## config.mk

```make
export PLATFORM = sky130hd
export DESIGN_NAME = lead_run_encoder
export DESIGN_NICKNAME = d
export VERILOG_FILES = /design/src/rtl/lre_pkg.sv /design/src/rtl/lre_polarity_track.sv /design/src/rtl/lre_mask_stage.sv /design/src/rtl/lre_onehot_encode.sv /design/src/rtl/lead_run_encoder.sv
export SDC_FILE = /design/constraint.sdc
export NUM_CORES = 1
export LEC_CHECK = 0
export ABC_AREA = 1
export ABC_CLOCK_PERIOD_IN_PS = 2200
export BUFFER_PORTS_ARGS = -buffer_cell sky130_fd_sc_hd__buf_2
export CORE_UTILIZATION = 35
export CTS_CLUSTER_SIZE = 25
export DETAILED_ROUTE_END_ITERATION = 8
export PLACE_DENSITY = 0.63
export SKIP_LAST_GASP = 1
export SLEW_MARGIN = 15
export SYNTH_ARGS = -nofsm -noshare
export SYNTH_HDL_FRONTEND = slang
export SYNTH_SLANG_ARGS = --single-unit
```

## constraint.sdc

```tcl
create_clock -name clk -period 2.2 [get_ports clk]
set_clock_uncertainty 0.2 [all_clocks]
set_input_delay 0.11 -clock clk [delete_from_list [all_inputs] [get_ports clk]]
set_output_delay 0.11 -clock clk [all_outputs]
set_load 0.005 [all_outputs]
```

## src/rtl/lre_pkg.sv

```systemverilog
package lre_pkg;
  // Width of the sampled vector for a given count width.
  function automatic int vec_width(input int n);
    return (1 << n) - 1;
  endfunction
endpackage

```

## src/rtl/lre_polarity_track.sv

```systemverilog
module lre_polarity_track #(
  parameter int N = 4,
  localparam int W = lre_pkg::vec_width(N)
) (
  input  logic         clk,
  input  logic         rst,
  input  logic [W-1:0] vec_i,
  output logic         prev_o,
  output logic         cur_o,
  output logic         event_o
);
  logic prev_q;

  assign cur_o   = vec_i[W-1];
  assign prev_o  = prev_q;
  assign event_o = cur_o ^ prev_q;

  always_ff @(posedge clk) begin
    if (rst) prev_q <= 1'b0;
    else     prev_q <= cur_o;
  end
endmodule

```

## src/rtl/lre_mask_stage.sv

```systemverilog
module lre_mask_stage #(
  parameter int N = 4,
  localparam int W = lre_pkg::vec_width(N)
) (
  input  logic         clk,
  input  logic         rst,
  input  logic [W-1:0] vec_i,
  input  logic         prev_i,
  input  logic         pol_i,
  input  logic         event_i,
  output logic [W-1:0] mask_o,
  output logic         pol_o,
  output logic         event_o,
  output logic         valid_o
);
  // Bit set where the sample differs from the previous polarity.
  logic [W-1:0] opp;
  assign opp = vec_i ^ {W{prev_i}};

  // Suffix-AND prefix tree: lvl[l][k] = AND of opp[k .. k+2^l-1] (clipped).
  logic [W-1:0] lvl [N+1];
  assign lvl[0] = opp;

  for (genvar l = 0; l < N; l++) begin : g_level
    for (genvar k = 0; k < W; k++) begin : g_bit
      if (k + (1 << l) < W) begin : g_pair
        assign lvl[l+1][k] = lvl[l][k] & lvl[l][k + (1 << l)];
      end else begin : g_pass
        assign lvl[l+1][k] = lvl[l][k];
      end
    end
  end

  always_ff @(posedge clk) begin
    if (rst) begin
      mask_o  <= '0;
      pol_o   <= 1'b0;
      event_o <= 1'b0;
      valid_o <= 1'b0;
    end else begin
      mask_o  <= lvl[N];
      pol_o   <= pol_i;
      event_o <= event_i;
      valid_o <= 1'b1;
    end
  end
endmodule

```

## src/rtl/lre_onehot_encode.sv

```systemverilog
module lre_onehot_encode #(
  parameter int N = 4,
  localparam int W = lre_pkg::vec_width(N)
) (
  input  logic         clk,
  input  logic         rst,
  input  logic [W-1:0] mask_i,
  input  logic         pol_i,
  input  logic         event_i,
  input  logic         valid_i,
  output logic [N-1:0] len_o,
  output logic         pol_o,
  output logic         event_o,
  output logic         valid_o
);
  // Positions p whose run length (W - p) has bit b set.
  function automatic logic [W-1:0] sel_mask(input int b);
    logic [W-1:0] m;
    m = '0;
    for (int p = 0; p < W; p++) begin
      m[p] = (((W - p) >> b) & 1) != 0;
    end
    return m;
  endfunction

  // Lowest set bit of the thermometer mask marks the end of the run.
  logic [W-1:0] boundary;
  logic [N-1:0] len_d;
  assign boundary = mask_i & ~(mask_i << 1);

  for (genvar b = 0; b < N; b++) begin : g_enc
    localparam logic [W-1:0] SEL = sel_mask(b);
    assign len_d[b] = |(boundary & SEL);
  end

  always_ff @(posedge clk) begin
    if (rst) begin
      len_o   <= '0;
      pol_o   <= 1'b0;
      event_o <= 1'b0;
      valid_o <= 1'b0;
    end else begin
      len_o   <= len_d;
      pol_o   <= pol_i;
      event_o <= event_i & valid_i;
      valid_o <= valid_i;
    end
  end
endmodule

```

## src/rtl/lead_run_encoder.sv

```systemverilog
module lead_run_encoder #(
  parameter int N = 4,
  localparam int W = lre_pkg::vec_width(N)
) (
  input  logic         clk,
  input  logic         rst,
  input  logic [W-1:0] tap_vec,
  output logic [N-1:0] run_len,
  output logic         edge_pol,
  output logic         edge_seen
);
  logic         prev_pol;
  logic         cur_pol;
  logic         in_event;
  logic [W-1:0] s1_mask;
  logic         s1_pol;
  logic         s1_event;
  logic         s1_valid;
  logic         s2_valid;

  lre_polarity_track #(.N(N)) u_track (
    .clk     (clk),
    .rst     (rst),
    .vec_i   (tap_vec),
    .prev_o  (prev_pol),
    .cur_o   (cur_pol),
    .event_o (in_event)
  );

  lre_mask_stage #(.N(N)) u_stage1 (
    .clk     (clk),
    .rst     (rst),
    .vec_i   (tap_vec),
    .prev_i  (prev_pol),
    .pol_i   (cur_pol),
    .event_i (in_event),
    .mask_o  (s1_mask),
    .pol_o   (s1_pol),
    .event_o (s1_event),
    .valid_o (s1_valid)
  );

  lre_onehot_encode #(.N(N)) u_stage2 (
    .clk     (clk),
    .rst     (rst),
    .mask_i  (s1_mask),
    .pol_i   (s1_pol),
    .event_i (s1_event),
    .valid_i (s1_valid),
    .len_o   (run_len),
    .pol_o   (edge_pol),
    .event_o (edge_seen),
    .valid_o (s2_valid)
  );
endmodule

```

==> out/results.txt <==
CTS tree: done
Post-Synth XOR/XNOR Area: 1.488%
Share of the synthesized area in the top cell type: 39.11%
Starting DRT DRC Count: 11
Inst Count DP: 226
Total grt overflow: 0
Synth Instances: 163
Total power: 743.0 µW
DIE AREA: 3600 µm²
Diodes inserted: 0
Worst Path Required: 2240 ps
Worst-path fanout max: 15
# setup viols final: 0
Slew HR: 81.02%
Post-DP HPWL: 1482 µm
CTS Buffer Depth: 2
Worst min-delay path endpoint: u_stage1.mask_o[3]$_SDFF_PP0_
Measured slew at the worst slew-check pin: 282.5 ps
Share of layout cells above drive strength 1: 24.37%
Final WL: 1826 µm
Pwr per Cell Area: 516.4 nW/µm²
Die W: 60 µm
R2R cell count: 6
CP arrival: 1840 ps
Commonest cells after routing, fill and taps aside: nand2_1, inv_1, dfxtp_1
R2R setup slack: 410 ps
Commonest non-fill, non-tap cell in the layout: nand2_1
Adder-cell share of the synthesized area: 0%
Final min period: 1794 ps
Final critical-path share of the clock period: 81.57%
Post-CTS setup buffer count: 0
IO Port Bufs: 22
DIE HEIGHT: 60 µm
Via/cell ratio: 3.971
Syn Nets: 180
DP Worst Slack: 708.2 ps
Clock latency on the worst-skew pair: 300 ps
# fillers: 346
Largest net degree at the start of global routing: 16
Max-Cap Viols: 0
DRC: 0
Core footprint: 3128 µm²
Simple-gate share of the synthesized area: 38.04%
Yosys top cell by area: dfxtp_1
CP Capture Type: flop
Row count: 20
Syn Area/Cell: 7.223 µm²
Sum Neg Setup Slack: 0 ps
Worst reg2reg startpoint: u_stage1.pol_o$_SDFF_PP0_
Synth warn: 0
Post-synthesis cell area: 1177 µm²
Non-filler cells, final: 241
CTS sink count: 23
Largest family of logic cells by synthesized area: simple AND/OR/NAND/NOR gates
RSZ-0062 raised after global routing: false
Max Slew Vio Count: 0
Multiplexer area fraction after synthesis: 0%
Critical path class: flop to flop
IO Pins: 23
Synth top area cells: dfxtp_1, nand2_1, inv_1
Status: finished, final reports clean
Hold Path Class: primary input to flop
Root Driver: clkbuf_4
Pleak: 0.0007246 µW
Clock-pin slew on the worst setup and hold paths: 110 ps
Final WS setup: 405.6 ps
Register area share after synthesis: 39.11%
Area growth from synthesis to layout: 22.21%
First-pass GRT wire length: 3484 µm
CP Launch Type: flop
Hold Path Origin: tap_vec[3]
Nets@finish: 215
Synth Area in Compound Gates: 6.376%
Vias in the first global route: 880
Drt wl/cell: 7.577 µm
R2R Path End: u_stage1.mask_o[0]$_SDFF_PP0_
Count of cell types in the netlist: 22
Max Fclk: 0.5573 GHz
Hold Crit Depth: 5
Initial antenna violation count: 0
Max VDD drop: 0.2060 mV
First-pass iteration count of the detailed router: 4
Fin. Hold Viols: 0
Synthesized flop and latch total: 23
CTS H-Tree Depth: 1
Gr usage total: 12.62%
Post-route ant nets: 0
Detailed-route via count: 957
Cts bufs inserted: 3
Initial core utilization: 37.64%
GPL Wtd Cong: 0.7802
==> report_power, final <==
part	switching, µW	internal [µW]
logic	72.1	59.4
registers	2.91	425
clock network	113	70.6
==> routing by layer <==
metal  share of wire, %  routed length, µm  vias to the layer above  global-route usage, %
met5                  0                  0                        -                      0
li1                   -                  -                      545                      -
met4                1.6                 30                        0                  4.983
met2                 45                818                       19                  21.43
met3                2.4                 43                        4                  1.299
met1                 51                934                      389                  16.31
==> how the worst max path moves through the flow <==
stage	endpoint	slack, ps	start	cells after the start
finish	u_stage1.mask_o[0]$_SDFF_PP0_	410	u_stage1.pol_o$_SDFF_PP0_	6
global route	u_stage1.mask_o[0]$_SDFF_PP0_	270	u_stage1.pol_o$_SDFF_PP0_	6
CTS	u_stage1.mask_o[0]$_SDFF_PP0_	390	u_stage1.pol_o$_SDFF_PP0_	6
detailed placement	u_stage1.mask_o[1]$_SDFF_PP0_	710	u_stage1.pol_o$_SDFF_PP0_	8
global placement	u_stage1.mask_o[1]$_SDFF_PP0_	730	u_stage1.pol_o$_SDFF_PP0_	8
floorplan	u_stage1.mask_o[1]$_SDFF_PP0_	910	u_stage1.pol_o$_SDFF_PP0_	9
==> flip-flops by register name (all words and copies together) (netlist names) <==
| register | cells |
|---|---|
| u_stage2.len_o | 4 |
| u_stage1.valid_o | 1 |
| u_stage2.pol_o | 1 |
| u_stage1.mask_o | 14 |
| u_stage1.pol_o | 1 |
| u_stage2.event_o | 1 |
| u_stage1.event_o | 1 |
==> area by class of cell <==
cell class | count | area [µm²] | share of cell area [%]
Sequential cell | 23 | 460.4 | 32.00
Clock buffer | 4 | 26.28 | 1.826
Inverter | 33 | 128.9 | 8.957
Multi-Input combinational cell | 103 | 540.5 | 37.57
Timing Repair Buffer | 34 | 227.7 | 15.83
Tap cell | 44 | 55.05 | 3.826
==> cells in the mapped netlist <==
| cell type | instances |
|---|---|
| nand2_4 | 5 |
| buf_2 | 1 |
| a21oi_4 | 1 |
| nor2_1 | 20 |
| nand2_2 | 7 |
| xnor2_1 | 2 |
| nand3b_1 | 1 |
| dfxtp_1 | 23 |
| nor2_4 | 4 |
| nand3_2 | 2 |
| inv_1 | 32 |
| buf_6 | 2 |
| nand2_1 | 42 |
| nand3_1 | 2 |
| o21ai_0 | 4 |
| or2_2 | 1 |
| a31oi_1 | 3 |
| nor3_1 | 4 |
| buf_12 | 1 |
| inv_6 | 1 |
| nor2_2 | 1 |
| a21oi_1 | 4 |
==> cell families (layout without fill, tap and decap cells) <==
kind of cell	after synthesis	count (layout)
flops	23	23
buf+inv	37	71
compound gates	12	12
xor+xnor	2	2
simple gates	89	89
==> worst max-delay path: stages (launching register included) <==
cell and delay [ps]:
dfxtp_1 370, buf_4 230, o21ai_0 110, a21oi_1 110, dlygate4sd3_1 550, nand3_1 90, nor2_1 80
==> timing repair <==
item | in CTS | in global routing
hold buffers | 11 | 0
endpoints found under the hold margin | 15 | 0
resized for setup | 0 | 0
==> metrics by stage <==
stage / utilization, % / hold slack, ps / instance area (µm²)
after floorplan: - / 46.18 / 1177
after CTS: 46.00 / 5.982 / 1439
after global placement: 41.64 / 198.8 / 1303
final: 46.00 / 11.25 / 1439
after detailed placement: 41.64 / 198.4 / 1303
after global routing: 46.00 / 33.12 / 1439
Note: power is estimated with default switching activity, not from simulation.
